[src/rtl/sieve_pkg.sv]
package sieve_pkg;

  // Returns the prime with zero-based index idx (0 -> 2, 1 -> 3, ...).
  function automatic int nth_prime(input int idx);
    int found;
    bit is_p;
    found = 0;
    for (int n = 2; n < 4096; n++) begin
      is_p = 1'b1;
      for (int d = 2; d * d <= n; d++) begin
        if (n % d == 0) is_p = 1'b0;
      end
      if (is_p) begin
        if (found == idx) return n;
        found++;
      end
    end
    return 2;
  endfunction

endpackage

[src/rtl/sieve_filter_stage.sv]
module sieve_filter_stage #(
  parameter int WORD_W = 9,
  parameter int PRIME  = 2
) (
  input  logic                     clk,
  input  logic                     rst_n,
  input  logic                     step,
  input  logic                     in_valid,
  input  logic signed [WORD_W-1:0] in_word,
  output logic                     out_valid,
  output logic signed [WORD_W-1:0] out_word
);

  localparam int MAG_W = WORD_W - 1;
  localparam logic [MAG_W-1:0] DIVISOR = MAG_W'(PRIME);

  logic [MAG_W-1:0]         mag;
  logic                     is_positive;
  logic                     divisible;
  logic                     is_self;
  logic                     mark;
  logic signed [WORD_W-1:0] next_word;

  always_comb begin
    mag         = in_word[MAG_W-1:0];
    is_positive = !in_word[WORD_W-1] && (mag != '0);
    divisible   = (mag % DIVISOR) == '0;
    is_self     = (mag == DIVISOR);
    mark        = is_positive && divisible && !is_self;
    next_word   = mark ? -in_word : in_word;
  end

  always_ff @(posedge clk) begin
    if (!rst_n) begin
      out_valid <= 1'b0;
      out_word  <= '0;
    end else if (step) begin
      out_valid <= in_valid;
      out_word  <= next_word;
    end
  end

  AST_MARK_NEGATES: assert property (@(posedge clk) disable iff (!rst_n)
    (step && in_valid && !in_word[WORD_W-1] && (in_word[MAG_W-1:0] != '0) &&
     ((in_word[MAG_W-1:0] % DIVISOR) == '0) && (in_word[MAG_W-1:0] != DIVISOR))
    |=> (out_word == -$past(in_word)));

  AST_DIVISOR_PASSES: assert property (@(posedge clk) disable iff (!rst_n)
    (step && in_valid && (in_word == WORD_W'(PRIME))) |=> (out_word == WORD_W'(PRIME)));

  AST_MARKED_UNTOUCHED: assert property (@(posedge clk) disable iff (!rst_n)
    (step && in_valid && in_word[WORD_W-1]) |=> (out_word == $past(in_word)));

  AST_FREEZE_ON_STALL: assert property (@(posedge clk) disable iff (!rst_n)
    !step |=> ($stable(out_valid) && $stable(out_word)));

  AST_VALID_TRAVELS: assert property (@(posedge clk) disable iff (!rst_n)
    step |=> (out_valid == $past(in_valid)));

endmodule

[src/rtl/sieve_drain.sv]
module sieve_drain #(
  parameter int WORD_W = 9,
  parameter int OUT_W  = 8
) (
  input  logic                     in_valid,
  input  logic signed [WORD_W-1:0] in_word,
  output logic                     out_valid,
  output logic [OUT_W-1:0]         out_data
);

  logic keep;

  always_comb begin
    keep      = !in_word[WORD_W-1] && (in_word[WORD_W-2:0] != '0);
    out_valid = in_valid && keep;
    out_data  = in_word[OUT_W-1:0];
  end

endmodule

[src/rtl/sieve_array.sv]
module sieve_array #(
  parameter int DATA_W = 8,
  parameter int STAGES = 4
) (
  input  logic              clk,
  input  logic              rst_n,
  input  logic              in_valid,
  output logic              in_ready,
  input  logic [DATA_W-1:0] in_data,
  output logic              out_valid,
  input  logic              out_ready,
  output logic [DATA_W-1:0] out_data
);

  localparam int WORD_W = DATA_W + 1;

  logic                     chain_valid [STAGES+1];
  logic signed [WORD_W-1:0] chain_word  [STAGES+1];
  logic                     advance;

  assign advance        = out_ready || !out_valid;
  assign in_ready       = advance;
  assign chain_valid[0] = in_valid;
  assign chain_word[0]  = $signed({1'b0, in_data});

  for (genvar g = 0; g < STAGES; g++) begin : g_stage
    sieve_filter_stage #(
      .WORD_W (WORD_W),
      .PRIME  (sieve_pkg::nth_prime(g))
    ) stage_i (
      .clk       (clk),
      .rst_n     (rst_n),
      .step      (advance),
      .in_valid  (chain_valid[g]),
      .in_word   (chain_word[g]),
      .out_valid (chain_valid[g+1]),
      .out_word  (chain_word[g+1])
    );
  end

  sieve_drain #(
    .WORD_W (WORD_W),
    .OUT_W  (DATA_W)
  ) drain_i (
    .in_valid  (chain_valid[STAGES]),
    .in_word   (chain_word[STAGES]),
    .out_valid (out_valid),
    .out_data  (out_data)
  );

  AST_OUT_HELD: assert property (@(posedge clk) disable iff (!rst_n)
    (out_valid && !out_ready) |=> (out_valid && $stable(out_data)));

  AST_NO_ZERO_OUT: assert property (@(posedge clk) disable iff (!rst_n)
    out_valid |-> (out_data != '0));

endmodule

[config.mk]
export PLATFORM = sky130hd
export DESIGN_NAME = sieve_array
export DESIGN_NICKNAME = d
export VERILOG_FILES = /design/src/rtl/sieve_pkg.sv /design/src/rtl/sieve_filter_stage.sv /design/src/rtl/sieve_drain.sv /design/src/rtl/sieve_array.sv
export SDC_FILE = /design/constraint.sdc
export NUM_CORES = 1
export LEC_CHECK = 0
export BUFFER_PORTS_ARGS = -buffer_cell sky130_fd_sc_hd__buf_2
export CAP_MARGIN = 25
export CORE_ASPECT_RATIO = 0.6
export CORE_MARGIN = 3
export CORE_UTILIZATION = 40
export DETAILED_ROUTE_END_ITERATION = 8
export GPL_ROUTABILITY_DRIVEN = 1
export PLACE_DENSITY = 0.63
export SLEW_MARGIN = 5
export SYNTH_ARGS = -nofsm -noshare
export SYNTH_HDL_FRONTEND = slang
export SYNTH_SLANG_ARGS = --single-unit
[constraint.sdc]
create_clock -name clk -period 4.9 [get_ports clk]
set_input_delay 0.735 -clock clk [delete_from_list [all_inputs] [get_ports clk]]
set_output_delay 0.735 -clock clk [all_outputs]
set_load 0.05 [all_outputs]
# Yosys cells after proc, flatten, opt, wreduce, memory -nomap -nowiden
# Cells that the tools add are included.
[op_classes]
n_addsub = 4
div_mod_pow = 3
eq_ne = 4
n_mux = 4
n_reduce_logical = 32
[op_table]
columns = ["operator", "count"]
rows = [
  ["$reduce_bool 8->1", 5],
  ["$mux 9", 4],
  ["$logic_not 8->1", 4],
  ["$neg 9->9", 3],
  ["$eq 8x2->1 const B", 2],
  ["$eq 8x3->1 const B", 2],
  ["$mod 8x3->8 const B", 2],
  ["$logic_and 1x1->1", 13],
  ["$logic_not 1->1", 9],
  ["$neg 8->9", 1],
  ["$mod 8x2->8 const B", 1],
  ["$logic_or 1x1->1", 1],
]
[word_totals]
reg_bits = 40
input_bits = 12
out_inout_bits = 10
word_cells = 55

# Logic depth before layout (Yosys ltp)
# Gate-level depths: netlist of run 1.
[logic_depth]
word_depth = 5
mapped_depth = 19
ltp_nobuf = 16

# By module
# Synthesis of run 1 repeated with hierarchy kept, for this count alone.
[hier_totals]
cells_unflattened = 605
area_unflattened_um2 = 4959.8
[modules_own_cells]
columns = ["mod", "instances", "cells_per_inst", "area_per_inst_um2", "seq_area_each_um2"]
rows = [
  ["sieve_filter_stage (g_stage[2].stage_i)", 1, 203, 1574.0, 200.2],
  ["sieve_filter_stage (g_stage[3].stage_i)", 1, 181, 1480.2, 200.2],
  ["sieve_filter_stage (g_stage[1].stage_i)", 1, 140, 1189.9, 200.2],
  ["sieve_filter_stage (g_stage[0].stage_i)", 1, 67, 609.3, 200.2],
  ["sieve_drain", 1, 12, 96.3, 0.0],
  ["sieve_array", 1, 2, 10.0, 0.0],
]

# Worst setup path before layout of run 1
# Ideal clock, no wire load.
[synth_path]
path_kind = "reg2reg"
start = "register g_stage[1].stage_i.out_word[5]"
end = "register g_stage[2].stage_i.out_word[1]"
setup_ns = 0.158
arrival_time_ns = 4.012
required_ns = 4.742
setup_slack_ns = 0.730
stages_incl_launch_ff = 19
n_path_buf = 2
synth_period_minus_slack_ns = 4.170
cell_sequence = "dfxtp_1 > clkbuf_1 > nor3b_1 > nand3_1 > a32o_1 > nand2_1 > inv_1 > ha_1 > a21oi_1 > nand2_1 > and3_1 > or3_1 > ha_1 > nand2_1 > o31a_1 > a2111oi_2 > buf_2 > mux2i_1 > a21oi_1"
[synth_via]
elab_chain_len = 5
elab_cells_between_ends = 9
classes_between = "1 x div; 1 x eq/ne; 1 x mux; 6 x reduce/logical"
[synth_rtl]
columns = ["item", "line_no", "text"]
rows = [
  ["from (decl)", "sieve_filter_stage.sv:11", "output logic signed [WORD_W-1:0] out_word"],
  ["from (signal assigned)", "sieve_filter_stage.sv:39", "out_word <= next_word;"],
  ["$mod 8x3->8 or $reduce_bool 8->1 (tied branches)", "sieve_filter_stage.sv:27, sieve_filter_stage.sv:26", ""],
  ["$logic_not 8->1 or $logic_and 1x1->1 (tied branches)", "sieve_filter_stage.sv:27, sieve_filter_stage.sv:26", ""],
  ["$logic_and 1x1->1", "sieve_filter_stage.sv:29", "mark = is_positive && divisible && !is_self;"],
  ["$logic_and 1x1->1 (*)", "sieve_filter_stage.sv:29", ""],
  ["$mux 9 (*)", "sieve_filter_stage.sv:30", "next_word = mark ? -in_word : in_word;"],
  ["to (signal assigned)", "sieve_filter_stage.sv:39", ""],
  ["to (decl)", "sieve_filter_stage.sv:11", ""],
]
# Every way passes the cells marked *; elsewhere a longest branch is shown, timed or not.
# A chain may end at the register's enable or synchronous reset.

# Final worst setup path of run 1
[layout_path]
start = "register g_stage[0].stage_i.out_word[4]"
end = "register g_stage[1].stage_i.out_word[4]"
[layout_via]
elab_chain_len = 5
elab_cells_between_ends = 10
classes_between = "1 x add/sub; 1 x div; 1 x eq/ne; 1 x mux; 6 x reduce/logical"
[layout_rtl]
columns = ["item", "line_no"]
rows = [
  ["from (decl)", "sieve_filter_stage.sv:11"],
  ["from (signal assigned)", "sieve_filter_stage.sv:39"],
  ["$mod 8x2->8 or $reduce_bool 8->1 (tied branches)", "sieve_filter_stage.sv:27, sieve_filter_stage.sv:26"],
  ["$logic_not 8->1 or $logic_and 1x1->1 (tied branches)", "sieve_filter_stage.sv:27, sieve_filter_stage.sv:26"],
  ["$logic_and 1x1->1 (2 in a row)", "sieve_filter_stage.sv:29"],
  ["$mux 9 (*)", "sieve_filter_stage.sv:30"],
]
# Marks and branches as above.

==> flow_metrics.py, run 1 <==
metrics = {
    "critical_path": {
        "crit_path_cell_trace": "xor2_2 -> o211ai_1 -> a32oi_1 -> nand2_1 -> ha_1 -> or4_4 -> and2_2 -> ha_1 -> or2_2 -> o221ai_1 -> o2111ai_2 -> or3_2 -> a311oi_1",
        "cp_slowest_cell": "dfxtp_1",
        "path_buf_inv": 0,
        "startpoint": "g_stage[0].stage_i.out_word[4]",
        "crit_path_end_kind": "flop",
        "r2r_start": "g_stage[0].stage_i.out_word[4]",
        "crit_required_ns": 5.07,
        "reg2reg_slack_ns": 0.40,
        "cpMostUsedCell": "ha_1",
        "worstSetupPathType": "flop to flop",
        "critPathLaunchType": "flop",
        "critical-path-top-delay-family": "simple AND/OR/NAND/NOR gates",
        "critPathMaxFanout": 17,
        "crit_path_max_incr_delay_ns": 0.66,
        "worst_ep_arrival_time_ns": 4.67,
        "reg2reg_depth": 13,
        "reg2reg_to": "g_stage[1].stage_i.out_word[4]",
    },
    "layout": {
        "layout.cells.non_filler": 663,
        "nets": 565,
        "syn2layout_area_growth_pct": 8.413,
        "fillers": 921,
        "post-route-cell-area_um2": 4385,
        "diodes": 0,
        "layout-drive-gt1-share_pct": 12.76,
    },
    "pwr": {
        "total_power_mw": 1.970,
        "power_leakage_nw": 1.688,
        "powerDensity_nw_per_um2": 449.3,
        "vdd_drop_max_mv": 0.2444,
    },
    "die": {
        "start_util_pct": 42.61,
        "die-area_um2": 11400,
        "boundaryPins": 22,
        "fp.dieW_um": 135.8,
        "num_rows": 27,
        "core-area_um2": 9493,
        "die_h_um": 83.90,
    },
    "clocking": {
        "cts_buffers": 5,
        "clkLatencyLatePin_ns": 0.29,
        "ctsLongestPathBuffers": 2,
        "cts_tree": "built",
        "htreeDepth": 2,
        "cts.sinks": 40,
        "cts_root_buf": "clkbuf_16",
        "clk_pin_slew_worst_paths_ns": 0.06,
        "cts.hold.buffers_added": 0,
    },
    "global_route": {
        "antenna_found_initial": 0,
        "grt_max_degree": 69,
        "grt_pass1_vias": 3452,
        "grt.total_usage_pct": 17.22,
        "grt_overflow": 0,
        "grt_pass1_wl_um": 16720,
    },
    "logic_synthesis": {
        "synthesis.area_um2": 4045,
        "ys_seq_elements": 40,
        "netlist_instances": 545,
        "yosys_warnings": 0,
        "synth_top_family_by_area": "simple AND/OR/NAND/NOR gates",
        "yosys.cell_count.top_type": "nand2_1",
        "synth_edf_count": 0,
        "synth_xor_area_share_pct": 4.732,
        "yosys.area_share.adder_pct": 6.496,
        "yosysTopAreaCell": "dfxtp_1",
        "synth.avg_cell_area_um2": 7.422,
        "synth_cell_types": 80,
        "ys_top_cells_by_area": "dfxtp_1 (20%), ha_1 (6.5%), o21ai_0 (4.3%)",
        "syn_nets": 578,
        "synthSimpleGateAreaFrac_pct": 29.91,
        "muxShareOfSynthArea_pct": 3.000,
        "synth_common_cells": "nand2_1 (44), dfxtp_1 (40), nor2_1 (37), o21ai_0 (35), clkbuf_1 (32)",
        "seq_area_frac_synth_pct": 19.80,
        "synthArstFlopShare_pct": 0,
        "synth_compound_area_share_pct": 27.34,
        "synth_top_area_share_pct": 19.80,
        "synth_ff_type": "dfxtp_1",
    },
    "place": {
        "dp_hpwl_um": 7174,
        "port_buffers": 21,
        "dp_cells": 654,
        "placed_area_um2": 4144,
        "gp_congestion": 0.9183,
    },
    "detailed_routing": {
        "wl_per_cell_um": 14.97,
        "wl_um": 9927,
        "drc": 0,
        "detail-route-antenna-nets": 0,
        "first_pass_iters": 7,
        "drt_iter0_drc": 380,
        "viasPerCell": 5.931,
        "vias": 3932,
    },
    "sta": {
        "slew_violations": 0,
        "tightestPinTransition_ns": 0.7509,
        "finalHoldViolations": 0,
        "whs_ns": 0.4561,
        "rsz0062_at_grt": "no",
        "min_period_ns": 4.505,
        "finalCritPeriodShare_pct": 91.93,
        "setup_tns_ns": 0,
        "slew_headroom_pct": 49.63,
        "fmax_mhz": 222.0,
        "setup_viol": 0,
        "skew_ns": 0.007219,
    },
    "worst_hold_path": {
        "min_from": "g_stage[1].stage_i.out_valid",
        "min_path_type": "flop to flop",
        "whs_path_depth": 2,
        "whs_endpoint": "g_stage[1].stage_i.out_valid",
    },
    "run": {
        "maxCapViolCount": 0,
    },
    "run_status": {
        "status": "complete, no violations",
    },
}
==> layer usage <==
layer,share of wire [%],GRT usage (%),routed length [µm]
met1,54,27.37,5347
met2,40,23.96,3980
met3,5.7,3.434,567
met4,0.31,2.287,31
met5,0,0,0
==> sequential cells by signal (all words and copies together), names as in the netlist <==
name                       flops
g_stage.stage_i.out_word      36
g_stage.stage_i.out_valid      4
==> how the worst max path moves through the flow <==
stage,end,cells past startpoint,slack [ns]
3_3_place_gp,g_stage[2].stage_i.out_word[1],17,0.46
5_1_grt,g_stage[1].stage_i.out_word[2],13,0.02
3_5_place_dp,g_stage[2].stage_i.out_word[1],17,0.41
6_report,g_stage[1].stage_i.out_word[4],13,0.40
4_1_cts,g_stage[2].stage_i.out_word[1],17,0.36
2_1_floorplan,g_stage[2].stage_i.out_word[1],18,0.73
==> worst min-delay path: stages, from the launching register on <==
cell and delay (ns):
dfxtp_1 0.31, nand2_1 0.05, a21oi_1 0.05
==> metrics by stage <==
step,worst slack (ns),util (%)
after global routing,0.02351,46.20
after floorplan,0.7298,-
final,0.3952,46.20
after CTS,0.3636,45.92
after detailed placement,0.4088,43.65
after global placement,0.4565,43.65
==> timing repair <==
action | 4_1_cts | 5_1_grt
buffers inserted | 0 | 0
endpoints found under the setup margin | 0 | 1
resized for setup | 0 | 2
hold endpoints to repair | 0 | 0
==> cell usage in the layout (no fill, tap or decap), drive strengths merged, types with 6 or more instances in the layout <==
| cell | n |
|---|---|
| a21o | 7 |
| nor4 | 6 |
| or3b | 6 |
| a31oi | 16 |
| and2 | 8 |
| dfxtp | 40 |
| nand2b | 8 |
| nand2 | 44 |
| ha | 21 |
| inv | 24 |
| nor2 | 37 |
| a21oi | 28 |
| o21ai | 35 |
| xnor2 | 12 |
| nand3b | 8 |
| nand3 | 21 |
| buf | 34 |
| and3 | 7 |
| or3 | 15 |
| a311oi | 9 |
| nor3 | 8 |
| nand4 | 6 |
| xor2 | 9 |
| nor3b | 10 |
| a211oi | 10 |
| mux2i | 11 |
==> area by class of cell <==
cell class | instances | area, µm² | area share [%]
clock buffer | 5 | 125.1 | 2.853
clock inverter | 3 | 90.09 | 2.054
inverter | 25 | 93.84 | 2.140
multi-input combinational | 426 | 2897 | 66.05
sequential | 40 | 802.0 | 18.29
tap | 130 | 162.7 | 3.709
timing repair buffer | 34 | 215.2 | 4.907
==> cells by family (layout without fill, tap and decap cells) <==
| logic type | count (synthesis) | in the layout |
|---|---|---|
| compound gates | 159 | 159 |
| xor+xnor | 21 | 21 |
| fa+ha+maj | 21 | 21 |
| buf+inv | 79 | 67 |
| flops | 40 | 40 |
| mux | 12 | 12 |
| simple gates | 213 | 213 |
==> power breakdown <==
group	internal, mW	total (mW)	switching [mW]
combinational	0.425	0.986	0.561
sequential	0.384	0.506	0.122
clock	0.343	0.478	0.135
total	1.15	1.97	0.818
(Power assumes the default switching activity.)
==> run 2: changes to the inputs <==
==> constraint.sdc (replaced) <==
create_clock -name clk -period 4.5 [get_ports clk]
set_input_delay 0.675 -clock clk [delete_from_list [all_inputs] [get_ports clk]]
set_output_delay 0.675 -clock clk [all_outputs]
set_load 0.05 [all_outputs]
==> run 2 against run 1 <==
Fmax increased by 6.5%; sequential power is 5.9% higher; wire length grew 2.4%; clock skew barely moved; critical path type unchanged.
==> flow_metrics.py, run 2 (synthesized netlist as in run 1, its figures left out) <==
metrics = {
    "run_status": {
        "status": "complete, no violations",
    },
    "layout": {
        "syn2layout_area_growth_pct": 9.063,
        "nets": 572,
        "top_regs": "g_stage.stage_i.out_word (36), g_stage.stage_i.out_valid (4)",
        "diodes": 0,
        "layout.cells.non_filler": 670,
        "fillers": 940,
        "top_register": "g_stage.stage_i.out_word",
        "layout-drive-gt1-share_pct": 15.74,
        "post-route-cell-area_um2": 4412,
        "final_cell_mix": "nand2_1 (44), nor2_1 (37), o21ai_0 (35)",
        "final_util_pct": 46.47,
        "largest_reg_flops": 36,
        "layout_commonest_cell": "nand2_1",
    },
    "clocking": {
        "clkLatencyLatePin_ns": 0.29,
        "htreeDepth": 2,
        "cts_root_buf": "clkbuf_16",
        "cts_tree": "built",
        "clk_pin_slew_worst_paths_ns": 0.06,
        "cts.hold.buffers_added": 0,
        "ctsLongestPathBuffers": 2,
        "cts_buffers": 5,
        "cts.sinks": 40,
    },
    "pwr": {
        "power_leakage_nw": 1.698,
        "total_power_mw": 2.073,
        "powerDensity_nw_per_um2": 469.9,
        "vdd_drop_max_mv": 0.2612,
    },
    "critical_path": {
        "critPathLaunchType": "flop",
        "reg2reg_slack_ns": 0.27,
        "cpMostUsedCell": "nand2_1",
        "reg2reg_to": "g_stage[2].stage_i.out_word[1]",
        "crit_path_max_incr_delay_ns": 0.37,
        "worstSetupPathType": "flop to flop",
        "crit_required_ns": 4.64,
        "reg2reg_depth": 18,
        "crit_path_end_kind": "flop",
        "crit_path_end": "g_stage[2].stage_i.out_word[1]",
        "startpoint": "g_stage[1].stage_i.out_word[5]",
        "crit_path_cell_trace": "buf_4 -> nor3b_1 -> o31ai_1 -> nand2_1 -> nand2_1 -> inv_1 -> ha_1 -> a21oi_1 -> nand2_1 -> and3_1 -> or3_1 -> ha_1 -> nand2_1 -> o31a_1 -> a2111oi_2 -> buf_4 -> mux2i_1 -> a21oi_1",
        "r2r_start": "g_stage[1].stage_i.out_word[5]",
        "critPathMaxFanout": 13,
        "worst_ep_arrival_time_ns": 4.37,
        "cp_slowest_cell": "o31ai_1",
    },
    "sta": {
        "setup_tns_ns": 0,
        "setup_viol": 0,
        "skew_ns": 0.007249,
        "finalCritPeriodShare_pct": 93.98,
        "rsz0062_at_grt": "no",
        "slew_violations": 0,
        "slew_headroom_pct": 52.12,
        "min_period_ns": 4.229,
        "tightestPinTransition_ns": 0.7090,
        "fmax_mhz": 236.5,
        "finalHoldViolations": 0,
    },
    "detailed_routing": {
        "viasPerCell": 6.055,
        "drt_iter0_drc": 380,
        "wl_per_cell_um": 15.18,
        "drc": 0,
        "wl_um": 10170,
        "vias": 4057,
        "detail-route-antenna-nets": 0,
        "first_pass_iters": 4,
    },
    "global_route": {
        "antenna_found_initial": 0,
        "grt_pass1_vias": 3648,
        "grt_pass1_wl_um": 17720,
        "grt_overflow": 0,
        "grt.total_usage_pct": 18.09,
        "grt_max_degree": 68,
    },
    "place": {
        "dp_hpwl_um": 7454,
        "dp_cells": 660,
        "placed_area_um2": 4187,
        "gp_congestion": 0.8770,
        "port_buffers": 21,
    },
    "die": {
        "start_util_pct": 42.61,
        "fp.dieW_um": 135.8,
        "core-area_um2": 9493,
        "die-area_um2": 11400,
        "num_rows": 27,
        "die_h_um": 83.90,
        "boundaryPins": 22,
    },
    "run": {
        "maxCapViolCount": 0,
    },
    "worst_hold_path": {
        "min_path_type": "flop to flop",
    },
}
## run 2: cell count changes in the layout (fill, tap and decap cells not counted), sizes merged
cell	previous run	this run
clkinv	1	2
buf	34	41
clkinvlp	0	1
bufinv	3	1
## run 2: report_power, final
part / switching (mW) / total (mW) / internal [mW]
clock network: 0.143 / 0.404 / 0.260
registers: 0.116 / 0.536 / 0.420
logic: 0.642 / 1.13 / 0.491
## run 2: area by class of cell
| type | instances | area [µm²] | area share (%) |
|---|---|---|---|
| Tap cell | 130 | 162.7 | 3.687 |
| Timing Repair Buffer | 41 | 252.7 | 5.729 |
| Inverter | 25 | 93.84 | 2.127 |
| Multi-Input combinational cell | 426 | 2914 | 66.05 |
| Clock inverter | 3 | 42.54 | 0.9643 |
| Sequential cell | 40 | 820.8 | 18.60 |
| Clock buffer | 5 | 125.1 | 2.836 |
## run 2: metal layers
metal	GRT usage [%]	vias to the layer above	share of wire, %
li1	-	2014	-
met1	28.12	1917	52
met2	26.31	118	42
met3	2.892	8	5.4
met4	2.836	0	0.52
met5	0	-	0
## run 2: timing repair
item,CTS,global route
setup buffers,0,2
resized for setup,0,16
setup endpoints to repair,0,16
## run 2: how the worst min path moves through the flow
stage / from / to / slack [ns] / depth (start not counted)
5_1_grt: g_stage[0].stage_i.out_valid / g_stage[0].stage_i.out_valid / 0.49 / 2
4_1_cts: g_stage[2].stage_i.out_valid / g_stage[2].stage_i.out_valid / 0.45 / 2
3_3_place_gp: g_stage[2].stage_i.out_valid / g_stage[2].stage_i.out_valid / 0.44 / 2
3_5_place_dp: g_stage[2].stage_i.out_valid / g_stage[2].stage_i.out_valid / 0.45 / 2
2_1_floorplan: g_stage[0].stage_i.out_valid / g_stage[0].stage_i.out_valid / 0.43 / 2
6_report: g_stage[2].stage_i.out_valid / g_stage[2].stage_i.out_valid / 0.45 / 2
## run 2: through the flow
stage	hold WS, ns	setup WS (ns)
2_1_floorplan	0.4321	0.3298
3_3_place_gp	0.4391	0.2541
3_5_place_dp	0.4461	0.1078
4_1_cts	0.4541	0.07671
5_1_grt	0.4897	0.01212
6_report	0.4528	0.2710
## run 2: critical path: cells and delay by family (launching register included)
| family | cells | cell delay (ns) |
|---|---|---|
| buffers and inverters | 3 | 0.52 |
| flip-flops | 1 | 0.33 |
| adder cells (fa/ha/maj) | 2 | 0.53 |
| AO/OA/AOI/OAI | 5 | 1.22 |
| AND/OR/NAND/NOR | 7 | 1.26 |
| multiplexers | 1 | 0.24 |
